File: src/rtl/lst_pkg.sv
package lst_pkg;

    typedef enum logic [1:0] {
        MODE_OFF  = 2'd0,
        MODE_CONT = 2'd1,
        MODE_ONE  = 2'd2,
        MODE_IDLE = 2'd3
    } lst_mode_e;

    typedef enum logic [2:0] {
        ST_IDLE,
        ST_ADDR,
        ST_ADDR_ACK,
        ST_WR,
        ST_WR_ACK,
        ST_RD,
        ST_RD_ACK,
        ST_IGNORE
    } lst_state_e;

    typedef struct packed {
        logic scl;
        logic sda;
        logic start;
        logic stop;
        logic rise;
        logic fall;
    } bus_evt_t;

    localparam logic [7:0] CMD_OFF  = 8'h00;
    localparam logic [7:0] CMD_ON   = 8'h01;
    localparam logic [7:0] CMD_CONT = 8'h10;
    localparam logic [7:0] CMD_ONE  = 8'h20;

    function automatic logic [6:0] target_addr(input logic strap);
        return strap ? 7'h5C : 7'h23;
    endfunction

endpackage

File: src/rtl/lst_bus_sync.sv
module lst_bus_sync
    import lst_pkg::*;
#(
    parameter int SYNC_STAGES = 2
) (
    input  logic     clk,
    input  logic     rst,
    input  logic     scl_i,
    input  logic     sda_i,
    output bus_evt_t ev
);
    logic [SYNC_STAGES-1:0] scl_ff, sda_ff;
    logic scl_q, sda_q, scl_s, sda_s;

    always_ff @(posedge clk) begin
        if (rst) begin
            scl_ff <= '1;
            sda_ff <= '1;
            scl_q  <= 1'b1;
            sda_q  <= 1'b1;
        end else begin
            scl_ff <= {scl_ff[SYNC_STAGES-2:0], scl_i};
            sda_ff <= {sda_ff[SYNC_STAGES-2:0], sda_i};
            scl_q  <= scl_s;
            sda_q  <= sda_s;
        end
    end

    assign scl_s = scl_ff[SYNC_STAGES-1];
    assign sda_s = sda_ff[SYNC_STAGES-1];

    always_comb begin
        ev.scl   = scl_s;
        ev.sda   = sda_s;
        ev.start = scl_s & scl_q & sda_q & ~sda_s;
        ev.stop  = scl_s & scl_q & ~sda_q & sda_s;
        ev.rise  = scl_s & ~scl_q;
        ev.fall  = ~scl_s & scl_q;
    end
endmodule

File: src/rtl/lst_i2c_engine.sv
module lst_i2c_engine
    import lst_pkg::*;
#(
    parameter int DATA_W = 16
) (
    input  logic              clk,
    input  logic              rst,
    input  bus_evt_t          ev,
    input  logic              strap,
    input  logic [DATA_W-1:0] data_i,
    output logic              sda_oe,
    output logic              cmd_valid,
    output logic [7:0]        cmd_byte,
    output logic              read_done
);
    lst_state_e state;
    logic [2:0] cnt;
    logic       full;
    logic [7:0] shreg;
    logic [7:0] lo_hold;
    logic       is_read;
    logic       idx;
    logic       ack_ok;

    always_ff @(posedge clk) begin
        if (rst) begin
            state     <= ST_IDLE;
            cnt       <= '0;
            full      <= 1'b0;
            shreg     <= '0;
            lo_hold   <= '0;
            is_read   <= 1'b0;
            idx       <= 1'b0;
            ack_ok    <= 1'b0;
            sda_oe    <= 1'b0;
            cmd_valid <= 1'b0;
            cmd_byte  <= '0;
            read_done <= 1'b0;
        end else begin
            cmd_valid <= 1'b0;
            read_done <= 1'b0;
            if (ev.start) begin
                state  <= ST_ADDR;
                cnt    <= '0;
                full   <= 1'b0;
                sda_oe <= 1'b0;
            end else if (ev.stop) begin
                state  <= ST_IDLE;
                sda_oe <= 1'b0;
            end else begin
                case (state)
                    ST_ADDR, ST_WR: begin
                        if (ev.rise && !full) begin
                            shreg <= {shreg[6:0], ev.sda};
                            cnt   <= cnt + 3'd1;
                            if (cnt == 3'd7) full <= 1'b1;
                        end else if (ev.fall && full) begin
                            if (state == ST_ADDR) begin
                                if (shreg[7:1] == target_addr(strap)) begin
                                    sda_oe  <= 1'b1;
                                    state   <= ST_ADDR_ACK;
                                    is_read <= shreg[0];
                                    idx     <= 1'b0;
                                    if (shreg[0]) begin
                                        shreg   <= data_i[DATA_W-1 -: 8];
                                        lo_hold <= data_i[7:0];
                                    end
                                end else begin
                                    state <= ST_IGNORE;
                                end
                            end else begin
                                sda_oe    <= 1'b1;
                                cmd_valid <= 1'b1;
                                cmd_byte  <= shreg;
                                state     <= ST_WR_ACK;
                            end
                        end
                    end
                    ST_ADDR_ACK: begin
                        if (ev.fall) begin
                            cnt  <= '0;
                            full <= 1'b0;
                            if (is_read) begin
                                sda_oe <= ~shreg[7];
                                state  <= ST_RD;
                            end else begin
                                sda_oe <= 1'b0;
                                state  <= ST_WR;
                            end
                        end
                    end
                    ST_WR_ACK: begin
                        if (ev.fall) begin
                            sda_oe <= 1'b0;
                            cnt    <= '0;
                            full   <= 1'b0;
                            state  <= ST_WR;
                        end
                    end
                    ST_RD: begin
                        if (ev.rise && !full) begin
                            cnt <= cnt + 3'd1;
                            if (cnt == 3'd7) full <= 1'b1;
                        end else if (ev.fall) begin
                            if (full) begin
                                sda_oe <= 1'b0;
                                state  <= ST_RD_ACK;
                            end else begin
                                shreg  <= {shreg[6:0], 1'b0};
                                sda_oe <= ~shreg[6];
                            end
                        end
                    end
                    ST_RD_ACK: begin
                        if (ev.rise) begin
                            ack_ok <= ~ev.sda;
                            if (idx) read_done <= 1'b1;
                        end else if (ev.fall) begin
                            if (ack_ok && !idx) begin
                                shreg  <= lo_hold;
                                sda_oe <= ~lo_hold[7];
                                idx    <= 1'b1;
                                cnt    <= '0;
                                full   <= 1'b0;
                                state  <= ST_RD;
                            end else begin
                                sda_oe <= 1'b0;
                                state  <= ST_IGNORE;
                            end
                        end
                    end
                    default: ;
                endcase
            end
        end
    end

    // the target only switches SDA while SCL is low
    assert_sda_lowscl_R10: assert property (@(posedge clk) disable iff (rst)
        (!$stable(sda_oe) && !$past(ev.start) && !$past(ev.stop)) |-> !$past(ev.scl));

    // once ignoring the bus, SDA stays released
    assert_ignore_release_R3: assert property (@(posedge clk) disable iff (rst)
        (state == ST_IGNORE && $past(state) == ST_IGNORE) |-> !sda_oe);

    // a START always restarts address reception
    assert_start_addr_R2: assert property (@(posedge clk) disable iff (rst)
        ev.start |=> (state == ST_ADDR && !sda_oe));
endmodule

File: src/rtl/lst_meas_ctrl.sv
module lst_meas_ctrl
    import lst_pkg::*;
#(
    parameter int DATA_W      = 16,
    parameter int FIRST_DELAY = 45_000_000,
    parameter int REFRESH     = 30_000_000
) (
    input  logic              clk,
    input  logic              rst,
    input  logic              cmd_valid,
    input  logic [7:0]        cmd_byte,
    input  logic              read_done,
    input  logic [DATA_W-1:0] sample_value,
    output logic [DATA_W-1:0] result,
    output lst_mode_e         mode,
    output logic              ready
);
    localparam int MAX_DELAY = (FIRST_DELAY > REFRESH) ? FIRST_DELAY : REFRESH;
    localparam int TW        = $clog2(MAX_DELAY + 1);

    logic [TW-1:0] timer;
    logic          counting;

    assign counting = (mode == MODE_CONT) || (mode == MODE_ONE && !ready);

    always_ff @(posedge clk) begin
        if (rst) begin
            mode   <= MODE_OFF;
            timer  <= '0;
            result <= '0;
            ready  <= 1'b0;
        end else if (cmd_valid) begin
            case (cmd_byte)
                CMD_CONT: begin
                    mode  <= MODE_CONT;
                    timer <= TW'(FIRST_DELAY - 1);
                    ready <= 1'b0;
                end
                CMD_ONE: begin
                    mode  <= MODE_ONE;
                    timer <= TW'(FIRST_DELAY - 1);
                    ready <= 1'b0;
                end
                CMD_OFF: mode <= MODE_OFF;
                CMD_ON:  mode <= MODE_IDLE;
                default: ;
            endcase
        end else if (read_done && mode == MODE_ONE && ready) begin
            mode <= MODE_OFF;
        end else if (counting) begin
            if (timer == '0) begin
                result <= sample_value;
                ready  <= 1'b1;
                if (mode == MODE_CONT) timer <= TW'(REFRESH - 1);
            end else begin
                timer <= timer - 1'b1;
            end
        end
    end

    // a measurement command clears the ready flag
    assert_cmd_clears_ready_R5: assert property (@(posedge clk) disable iff (rst)
        (cmd_valid && (cmd_byte == CMD_CONT || cmd_byte == CMD_ONE)) |=> !ready);

    // a new result only appears in a measuring mode
    assert_ready_src_R5: assert property (@(posedge clk) disable iff (rst)
        $rose(ready) |-> (mode == MODE_CONT || mode == MODE_ONE));

    // reading a held one-shot result powers the block down
    assert_oneshot_off_R6: assert property (@(posedge clk) disable iff (rst)
        (read_done && mode == MODE_ONE && ready && !cmd_valid) |=> mode == MODE_OFF);

    // an unknown command byte leaves the mode unchanged
    assert_unknown_cmd_R7: assert property (@(posedge clk) disable iff (rst)
        (cmd_valid && cmd_byte != CMD_CONT && cmd_byte != CMD_ONE &&
         cmd_byte != CMD_OFF && cmd_byte != CMD_ON) |=> $stable(mode));
endmodule

File: src/rtl/light_sensor_target.sv
module light_sensor_target
    import lst_pkg::*;
#(
    parameter int DATA_W      = 16,
    parameter int FIRST_DELAY = 45_000_000,
    parameter int REFRESH     = 30_000_000
) (
    input  logic              clk,
    input  logic              rst,
    input  logic              scl_i,
    input  logic              sda_i,
    input  logic              addr_strap,
    input  logic [DATA_W-1:0] sample_value,
    output logic              sda_oe,
    output logic [1:0]        mode_o,
    output logic              ready_o
);
    bus_evt_t          ev;
    logic              cmd_valid;
    logic [7:0]        cmd_byte;
    logic              read_done;
    logic [DATA_W-1:0] result;
    lst_mode_e         mode;

    lst_bus_sync #(.SYNC_STAGES(2)) u_sync (
        .clk   (clk),
        .rst   (rst),
        .scl_i (scl_i),
        .sda_i (sda_i),
        .ev    (ev)
    );

    lst_i2c_engine #(.DATA_W(DATA_W)) u_engine (
        .clk       (clk),
        .rst       (rst),
        .ev        (ev),
        .strap     (addr_strap),
        .data_i    (result),
        .sda_oe    (sda_oe),
        .cmd_valid (cmd_valid),
        .cmd_byte  (cmd_byte),
        .read_done (read_done)
    );

    lst_meas_ctrl #(
        .DATA_W      (DATA_W),
        .FIRST_DELAY (FIRST_DELAY),
        .REFRESH     (REFRESH)
    ) u_meas (
        .clk          (clk),
        .rst          (rst),
        .cmd_valid    (cmd_valid),
        .cmd_byte     (cmd_byte),
        .read_done    (read_done),
        .sample_value (sample_value),
        .result       (result),
        .mode         (mode),
        .ready        (ready_o)
    );

    assign mode_o = mode;
endmodule

File: config.mk
export PLATFORM = sky130hd
export DESIGN_NAME = light_sensor_target
export DESIGN_NICKNAME = d
export VERILOG_FILES = /design/src/rtl/lst_pkg.sv /design/src/rtl/lst_bus_sync.sv /design/src/rtl/lst_i2c_engine.sv /design/src/rtl/lst_meas_ctrl.sv /design/src/rtl/light_sensor_target.sv
export SDC_FILE = /design/constraint.sdc
export NUM_CORES = 1
export LEC_CHECK = 0
export ABC_CLOCK_PERIOD_IN_PS = 2800
export BUFFER_PORTS_ARGS = -buffer_cell sky130_fd_sc_hd__buf_2
export CAP_MARGIN = 5
export CELL_PAD_IN_SITES_DETAIL_PLACEMENT = 1
export CELL_PAD_IN_SITES_GLOBAL_PLACEMENT = 1
export CORE_UTILIZATION = 47
export DETAILED_ROUTE_END_ITERATION = 10
export PLACE_DENSITY_LB_ADDON = 0.25
export SLEW_MARGIN = 20
export SYNTH_ARGS = -nofsm -noshare
export SYNTH_HDL_FRONTEND = slang
export SYNTH_SLANG_ARGS = --single-unit
File: constraint.sdc
create_clock -name clk -period 2.8 [get_ports clk]
set_input_delay 0.42 -clock clk [delete_from_list [all_inputs] [get_ports clk]]
set_output_delay 0.42 -clock clk [all_outputs]
set_load 0.1 [all_outputs]
# Word level (Yosys, flattened, before mapping)
# Index checks and enable logic that the tools add are counted.
# word_totals
wordCells	218
regBits	88
# classes
n_addsub	2
n_reduce_logical	44
eq_ne	47
n_mux	79
bitwise	24
# op_table
op	count
two-way mux 26 bit	6
two-way mux 8 bit	11
two-way mux 3 bit	17
AND reduction 10 bit	4
two-way mux 1 bit	34
zero test 26 bit	1
subtractor 26 x 1 -> 26 bit (second input constant)	1
!= test 2 x 1 -> 1 bit (second input constant)	12
!= test 4 x 3 -> 1 bit (second input constant)	6
one-hot mux 8 bit (3 select lines)	1
NOT 1 bit	17
AND reduction 4 bit	4
AND reduction 8 bit	2
one-hot mux 3 bit (5 select lines)	1
AND reduction 7 bit	2
AND reduction 13 bit	1
== test 3 bit (second input constant)	4
!= test 2 bit (second input constant)	6
!= test 3 x 1 -> 1 bit (second input constant)	4
!= test 4 bit (second input constant)	3
AND reduction 12 bit	1
one-hot mux 3 bit (3 select lines)	1
== test 8 x 1 -> 1 bit (second input constant)	1
== test 8 x 5 -> 1 bit (second input constant)	1
other kinds (31)	55

# Longest topological paths before layout
# Gate-level depths: netlist of run 1.
# logic_depth
depth_word	9
depth_mapped	9
depth_no_buf	7

# Cells and area by module
# A second synthesis of run 1 with hierarchy kept.
# hier_totals
cells_unflattened	542
area_unflattened_um2	4667.0
# modules_own_cells
module	cells_each	area_each_um2	n_inst
lst_meas_ctrl	284	2327.2	1
lst_i2c_engine	240	2134.5	1
lst_bus_sync	18	205.2	1

# Worst setup path before layout of run 1
# OpenSTA, ideal clock, no wires.
# synth_timing
kind	flip-flop to flip-flop
startpoint	reg u_meas.mode[1]
endpoint	reg u_meas.timer[15]
arrival_ps	2427
path_stages_with_launch	8
n_path_buf	2
t_required_ps	2685
setup_slack_ps	259
path_cell_list	dfxtp_1 nand2b_1 nand3_1 or4_1 clkbuf_1 buf_2 o311a_1 o21a_1
# synth_via
elab_chain_cells	5
word_cells_on_any_way	10
# synth_rtl
item	line	text
start, declared	lst_meas_ctrl.sv:15	output lst_mode_e mode,
start signal, assigned	lst_meas_ctrl.sv:28	mode <= MODE_OFF;
start signal, assigned	lst_meas_ctrl.sv:35	mode <= MODE_CONT;
start signal, assigned	lst_meas_ctrl.sv:40	mode <= MODE_ONE;
== test 2 bit	lst_meas_ctrl.sv:24, lst_meas_ctrl.sv:48	
logical AND 1 bit (on tied branches)	lst_meas_ctrl.sv:48, lst_meas_ctrl.sv:24	
logical AND 1 bit or logical OR 1 bit (tied branches)	lst_meas_ctrl.sv:48, lst_meas_ctrl.sv:24	
!= test 2 bit (no source line) or nonzero test 2 bit (tied branches)	--	
AND reduction 4 bit (no source line) (*)	--	
end signal, assigned	lst_meas_ctrl.sv:41	timer <= TW'(FIRST_DELAY - 1);
end signal, assigned	lst_meas_ctrl.sv:54	if (mode == MODE_CONT) timer <= TW'(REFRESH - 1);
end signal, assigned	lst_meas_ctrl.sv:56	timer <= timer - 1'b1;
end, declared	lst_meas_ctrl.sv:21	logic [TW-1:0] timer;
# Mark *: on every way between the ends. The rest lies on a longest branch, timed or not.
# A chain may end at the register's enable or synchronous reset.

# Worst setup path after layout of run 1
# layout_timing
startpoint	reg u_meas.timer[0]
endpoint	reg u_meas.timer[16]
# layout_via
elab_chain_cells	5
word_cells_on_any_way	8
# layout_rtl
item	line	text
start signal, assigned	lst_meas_ctrl.sv:36	timer <= TW'(FIRST_DELAY - 1);
start signal, assigned	lst_meas_ctrl.sv:41	
start signal, assigned	lst_meas_ctrl.sv:54	
subtractor 26 x 1 -> 26 bit or zero test 26 bit (tied branches)	lst_meas_ctrl.sv:56, lst_meas_ctrl.sv:51	
two-way mux 26 bit	lst_meas_ctrl.sv:51	if (timer == '0) begin
two-way mux 26 bit	lst_meas_ctrl.sv:50	end else if (counting) begin
two-way mux 26 bit	lst_meas_ctrl.sv:48	end else if (read_done && mode == MODE_ONE && ready) begin
two-way mux 26 bit	lst_meas_ctrl.sv:32	end else if (cmd_valid) begin
# Several ways; a longest one is shown, not always the timed one. The select of a mux whose other input is x is not followed.

==> results by group, run 1 <==
Synthesis
  – Yosys warnings: 0
  – Mean cell area of the mapped netlist: 8.70 sq um
  – Number of synthesized register bits: 88
  – Number of flops mapped to enable cells by yosys: 0
  – Netlist Area Pre-Place: 4750 sq um
  – Area share of the largest cell type after synthesis: 37.1%
  – Ranking of synthesized cells by area: dfxtp_1, mux2i_1, nor2_1, a21oi_1, nand2_1
  – Sequential share of the synthesized area: 37.1%
  – Area leader, netlist: dfxtp_1
  – Cell variety after synth: 77
  – Cell count after synthesis: 546
  – Total nets after synthesis: 570
  – Most used flip-flop cell after synthesis: dfxtp_1
  – Ys async rst share: 0%

Floorplan
  – Std-Cell Rows: 36
  – Height of the chip: 103 microns
  – Die footprint: 10500 sq um
  – Boundary pin count: 25
  – Core region area: 9770 sq um
  – Horizontal extent of the die: 103 microns
  – Starting density of the core: 48.6%

CTS
  – Clock buffer count from CTS: 9
  – CTS resizes: 0
  – Insertion delay of the later-clocked pin in the worst-skew pair: 380 ps
  – CTS Hold Bufs: 0
  – Number of buffers inserted by post-CTS setup repair: 0
  – Root Driver: clkbuf_8
  – Clk sink count: 88
  – TritonCTS clock tree: done
  – Maximum number of buffers from clock root to sink: 2
  – H-tree lvl count: 3
  – Clk pin slew, worst setup/hold paths: 90 ps

STA
  – Final setup violation count: 0
  – Worst setup slack after layout: 239 ps
  – Hold slack final: 229 ps
  – Final period util: 91.5%
  – Setup repair after global routing missed its margin: no
  – Max Clock Skew: 10.4 ps
  – Total negative slack for setup checks: 0 ps
  – Time the worst path needs with I/O delays and setup: 2560 ps
  – Timing-limited maximum frequency: 0.390 GHz
  – Relative slew slack: 28.6%
  – Max-slew violation count: 0
  – Worst-margin pin slew: 1070 ps
  – Number of hold violations in the final report: 0

GRT
  – Maximum number of pins on one net before global-route repair: 52
  – Number of antenna violations at the first check in global routing: 0
  – Tot GR Track Use: 26.8%
  – First-pass GRT wire length: 21.9 mm
  – Vias in the first global route: 4371
  – Total gr overflow: 0

Finish
  – Final cell utilization of the core: 52.9%
  – Most common library cell in the layout ignoring fill and taps: dfxtp_1
  – Commonest cells after routing, fill and taps aside: dfxtp_1, nor2_1, mux2i_1
  – Fraction of layout cells with a size suffix above 1: 14.8%
  – Number of nets in the layout: 585
  – # diodes: 0
  – Area growth syn-to-layout: 8.90%

Drt
  – Drt via density: 6.37
  – Detailed-route DRC error count: 0
  – Aggregate routed wire length: 13.3 mm
  – Via count of the routed design: 4456
  – DRT Pass-1 Iters: 5
  – Detailed router's first-iteration violation count: 254
  – Final antenna-violating net count: 0
  – Wirelength per Cell: 19.0 microns

Place
  – DP Worst Slack: 312 ps
  – Placed wire-length estimate after detailed placement: 9.21 mm
  – Port-buffer cells: 24
  – Last weighted congestion value of the routability-driven placer: 0.846

Setup path
  – Classification of the worst setup path: reg2reg
  – Worst-path fanout max: 8
  – Critical path required time: 3080 ps
  – Worst Setup End Kind: flip-flop
  – Arrival time of data at the critical path endpoint: 2840 ps
  – Kind of start point of the critical path: flip-flop

Hold path
  – HP Class: in2reg

Run status
  – Status: completed

Pwr
  – Maximum vdd drop: 411 uV
  – Total power per unit cell area: 464 nW/um^2
  – LEAKAGE: 1.86 nW

Job
  – Max-cap violations: 0
## synthesized netlist by cell type (5+ instances only)
cell       count
dfxtp_1       88
o311ai_0      10
a21oi_1       31
and2_1         5
nor4_1         8
nor2b_1        6
o21ai_0        9
a211oi_1       6
o41ai_1        6
a211o_1        6
inv_1         19
mux2i_1       39
nand3_1        9
clkbuf_1      26
nor2_1        60
o21a_1        13
or2_2          8
o311a_1        5
a31oi_1       14
o2111ai_1      8
nand2_1       38
nor3_1        19
## per-layer routing
| layer | track usage, % | vias to the layer above | wire length [microns] |
|---|---|---|---|
| met3 | 6.51 | 13 | 614 |
| met1 | 36.0 | 2257 | 6250 |
| met2 | 43.1 | 107 | 6310 |
| met5 | 0 | - | 0 |
| met4 | 7.14 | 0 | 140 |
| li1 | - | 2079 | - |
## power breakdown
part / switching, mW / internal [mW]
Clock: 0.476 / 0.346
Combinational: 0.203 / 0.103
Sequential: 0.0140 / 1.26
Total: 0.693 / 1.71
## critical path, stage by stage (launching register included)
cell and delay (ps):
dfxtp_1 350, inv_1 80, ha_1 170, nor3b_2 430
nand3_1 190, buf_4 220, o31ai_1 630, nor4b_1 140
a31o_2 240
## stage by stage
step	total power, mW	instance area [sq um]	cells
after global placement	1.59	5000	683
after global routing	2.51	5170	699
after detailed placement	1.60	5000	683
final	2.40	5170	699
after CTS	2.42	5170	699
after floorplan	1.52	4750	546
## worst paths after layout
kind	slack [ps]	end	startpoint	cells past startpoint
worst max-delay path	240	u_meas.timer[16]	u_meas.timer[0]	8
worst min-delay path	230	u_sync.scl_ff[0]	scl_i	2
worst max register to register	240	u_meas.timer[16]	u_meas.timer[0]	8
worst min register to register	420	u_sync.sda_ff[1]	u_sync.sda_ff[0]	1
## flip-flops by register name (all words and copies together), names as in the netlist, 3 cells and up
name               count
u_engine.state         3
u_engine.cnt           3
u_engine.shreg         8
u_meas.result         16
u_engine.cmd_byte      8
u_engine.lo_hold       8
u_meas.timer          26
## area by class of cell
| cell class | count | area (sq um) |
|---|---|---|
| Inverter | 21 | 78.8 |
| Timing Repair Buffer | 42 | 268 |
| Sequential cell | 88 | 1760 |
| Multi-Input combinational cell | 399 | 2730 |
| Fill cell | 1177 | 4600 |
| Clock buffer | 11 | 141 |
| Clock inverter | 5 | 31.3 |
| Tap cell | 133 | 166 |
## cell families (layout without fill, tap and decap cells)
group                    after synthesis  in the layout  synth area share [%]
buffers and inverters                 59             79                  5.53
multiplexers                          40             40                  8.53
XOR/XNOR                               3              3                 0.553
adder cells (fa/ha/maj)                4              4                  1.00
AO/OA/AOI/OAI                        149            149                  22.9
AND/OR/NAND/NOR                      203            203                  24.5
flip-flops                            88             88                  37.1
No activity file was read; power rests on OpenSTA's default activity.
==> run 2: changes to the inputs <==
--- a/config.mk
+++ b/config.mk
@@ -5,12 +5,13 @@
 export SDC_FILE = /design/constraint.sdc
 export NUM_CORES = 1
 export LEC_CHECK = 0
+export ABC_AREA = 1
 export ABC_CLOCK_PERIOD_IN_PS = 2800
-export BUFFER_PORTS_ARGS = -buffer_cell sky130_fd_sc_hd__buf_2
+export BUFFER_PORTS_ARGS = -buffer_cell sky130_fd_sc_hd__clkbuf_2
 export CAP_MARGIN = 5
 export CELL_PAD_IN_SITES_DETAIL_PLACEMENT = 1
 export CELL_PAD_IN_SITES_GLOBAL_PLACEMENT = 1
-export CORE_UTILIZATION = 47
+export CORE_UTILIZATION = 44
 export DETAILED_ROUTE_END_ITERATION = 10
 export PLACE_DENSITY_LB_ADDON = 0.25
 export SLEW_MARGIN = 20
==> results by group, run 2 <==
Run status
  – Status: completed

Setup path
  – Critical path required time: 3040 ps
  – Buffering stage count on the worst path with inverters included: 2
  – Worst path slowest cell: dfxtp_1
  – CP max stage delay: 310 ps
  – Kind of start point of the critical path: flip-flop
  – Worst-path fanout max: 10
  – Startpoint of the worst setup timing path: u_meas.timer[0]
  – Arrival time of data at the critical path endpoint: 2290 ps
  – Worst Setup End Kind: flip-flop
  – Classification of the worst setup path: reg2reg
  – Launching point of the worst reg2reg path: u_meas.timer[0]
  – List of cells traversed by the critical path: inv_1, ha_1, nand2_2, nor2_4, nand4_1, nor2_1, nor2_2, buf_4, o21ai_0, nor2_1
  – Critical path's top delay family: simple AND/OR/NAND/NOR gates
  – Cell repeated most along the worst path: nor2_1

Synthesis
  – Post-synthesis mux area share: 0%
  – Most used flip-flop cell after synthesis: dfxtp_1
  – Share of the synthesized netlist area taken by xor and xnor gates: 0.703%
  – Commonest cells in the synthesized netlist: nand2_1, nor2_1, dfxtp_1, a21oi_1, inv_1
  – Mean cell area of the mapped netlist: 6.62 sq um
  – Netlist Area Pre-Place: 4990 sq um
  – Sequential share of the synthesized area: 35.3%
  – Area leader, netlist: dfxtp_1
  – Yosys warnings: 0
  – Ys async rst share: 0%
  – Ranking of synthesized cells by area: dfxtp_1, nand2_1, nor2_1, a21oi_1, o21ai_0
  – Compound-cell area share of the yosys netlist: 14.2%
  – Cell count after synthesis: 753
  – Number of synthesized register bits: 88
  – Post-synthesis adder-cell area fraction: 0.753%
  – Most numerous cell in the Yosys netlist: nand2_1
  – Cell variety after synth: 37
  – Simple-gate share of the synthesized area: 40.8%
  – Total nets after synthesis: 777
  – Dominant combinational cell family by area after synthesis: simple AND/OR/NAND/NOR gates
  – Number of flops mapped to enable cells by yosys: 0
  – Area share of the largest cell type after synthesis: 35.3%

CTS
  – Clk sink count: 88
  – Root Driver: clkbuf_16
  – CTS resizes: 0
  – Maximum number of buffers from clock root to sink: 2
  – H-tree lvl count: 3
  – CTS Hold Bufs: 0
  – Clock buffer count from CTS: 9
  – Insertion delay of the later-clocked pin in the worst-skew pair: 350 ps
  – Clk pin slew, worst setup/hold paths: 60 ps
  – TritonCTS clock tree: done
  – Number of buffers inserted by post-CTS setup repair: 0

Hold path
  – HP Class: in2reg
  – Start point of the worst min-delay path: scl_i

GRT
  – First-pass GRT wire length: 24.6 mm
  – Number of antenna violations at the first check in global routing: 0
  – Vias in the first global route: 5013
  – Tot GR Track Use: 27.1%
  – Total gr overflow: 0
  – Maximum number of pins on one net before global-route repair: 44

STA
  – Relative slew slack: 59.6%
  – Max-slew violation count: 0
  – Total negative slack for setup checks: 0 ps
  – Final period util: 73.2%
  – Number of hold violations in the final report: 0
  – Max Clock Skew: 5.53 ps
  – Setup repair after global routing missed its margin: no
  – Hold slack final: 253 ps
  – Final setup violation count: 0
  – Timing-limited maximum frequency: 0.488 GHz
  – Worst-margin pin slew: 601 ps
  – Worst setup slack after layout: 751 ps
  – Time the worst path needs with I/O delays and setup: 2050 ps

Finish
  – # diodes: 0
  – Fraction of layout cells with a size suffix above 1: 14.3%
  – Area growth syn-to-layout: 9.71%
  – Flip-flop count of the largest register, all copies and words added: 26
  – Largest reg by FF count: u_meas.timer
  – Final cell utilization of the core: 50.0%
  – Number of fillers in the final layout: 1497
  – Commonest cells after routing, fill and taps aside: nand2_1, nor2_1, dfxtp_1
  – Most common library cell in the layout ignoring fill and taps: nand2_1
  – Layout Cell Area excl Fill: 5470 sq um
  – Largest registers in the final layout: u_meas.timer x26, u_meas.result x16
  – Number of nets in the layout: 796

Floorplan
  – Boundary pin count: 25
  – Height of the chip: 108 microns
  – Die footprint: 11800 sq um
  – Starting density of the core: 45.6%
  – Core region area: 10900 sq um
  – Horizontal extent of the die: 108 microns
  – Std-Cell Rows: 38

Drt
  – Via count of the routed design: 5007
  – Aggregate routed wire length: 14.8 mm
  – Detailed router's first-iteration violation count: 261
  – Wirelength per Cell: 16.1 microns
  – Final antenna-violating net count: 0
  – DRT Pass-1 Iters: 5
  – Detailed-route DRC error count: 0
  – Drt via density: 5.46

Pwr
  – Combinational group share of total power: 28.0%
  – Total power per unit cell area: 664 nW/um^2
  – LEAKAGE: 2.41 nW
  – Clock share of power: 31.5%
  – Switching portion of total power: 37.4%
  – Switching power: 1.36 mW
  – Maximum vdd drop: 612 uV
  – Internal power: 2.27 mW
  – Fraction of power consumed by sequential logic: 40.5%

Place
  – Last weighted congestion value of the routability-driven placer: 0.940
  – Placed wire-length estimate after detailed placement: 11.0 mm
  – Port-buffer cells: 24
  – Cell area after placement: 5190 sq um
  – DP Worst Slack: 754 ps

Job
  – Max-cap violations: 0
==> run 2: cell count changes in the layout (fill, tap and decap cells not counted), moves of 32 or more <==
cell,previous run,this run
nand2_1,38,180
nor2_1,60,103
o21ai_0,9,49
mux2i_1,39,0
nand3_1,9,46
inv_1,19,63
a21oi_1,31,63
==> run 2: final timing paths <==
check | to | slack (ps) | depth (start not counted)
worst max register to register | u_meas.timer[25] | 750 | 10
worst min register to register | u_sync.scl_ff[1] | 420 | 1
worst max-delay path | u_meas.timer[25] | 750 | 10
worst min-delay path | u_sync.scl_ff[0] | 250 | 2
==> run 2: layer usage <==
| metal | track usage (%) | wire (microns) | vias to the layer above |
|---|---|---|---|
| met4 | 13.5 | 483 | 0 |
| met2 | 44.0 | 6860 | 104 |
| met5 | 0 | 0 | - |
| met3 | 4.16 | 627 | 38 |
| met1 | 34.9 | 6810 | 2355 |
| li1 | - | - | 2510 |
==> run 2: area by class of cell <==
type	instances	area, sq um	share of cell area, %
tap	140	175	3.20
inverter	71	272	4.96
timing repair buffer	30	165	3.02
clock buffer	10	239	4.37
multi-input combinational	572	2820	51.5
clock inverter	6	42.5	0.778
sequential	88	1760	32.2
==> run 2: cells by family after synthesis <==
| logic type | after synthesis |
|---|---|
| flops | 88 |
| fa+ha+maj | 3 |
| xor+xnor | 4 |
| compound gates | 131 |
| simple gates | 434 |
| buf+inv | 93 |
==> run 2: metrics by stage <==
stage | total power, mW | cells
floorplan | 2.28 | 753
global placement | 2.44 | 901
detailed placement | 2.49 | 901
CTS | 3.65 | 917
global route | 3.84 | 917
finish | 3.63 | 917
==> run 2: power by group through the flow <==
stage               logic [mW]  clock network [mW]  registers (mW)
floorplan                0.775                   0            1.50
global placement         0.954                   0            1.49
detailed placement       0.993                   0            1.49
CTS                       1.01                1.17            1.47
global route              1.13                1.23            1.48
finish                    1.02                1.14            1.47
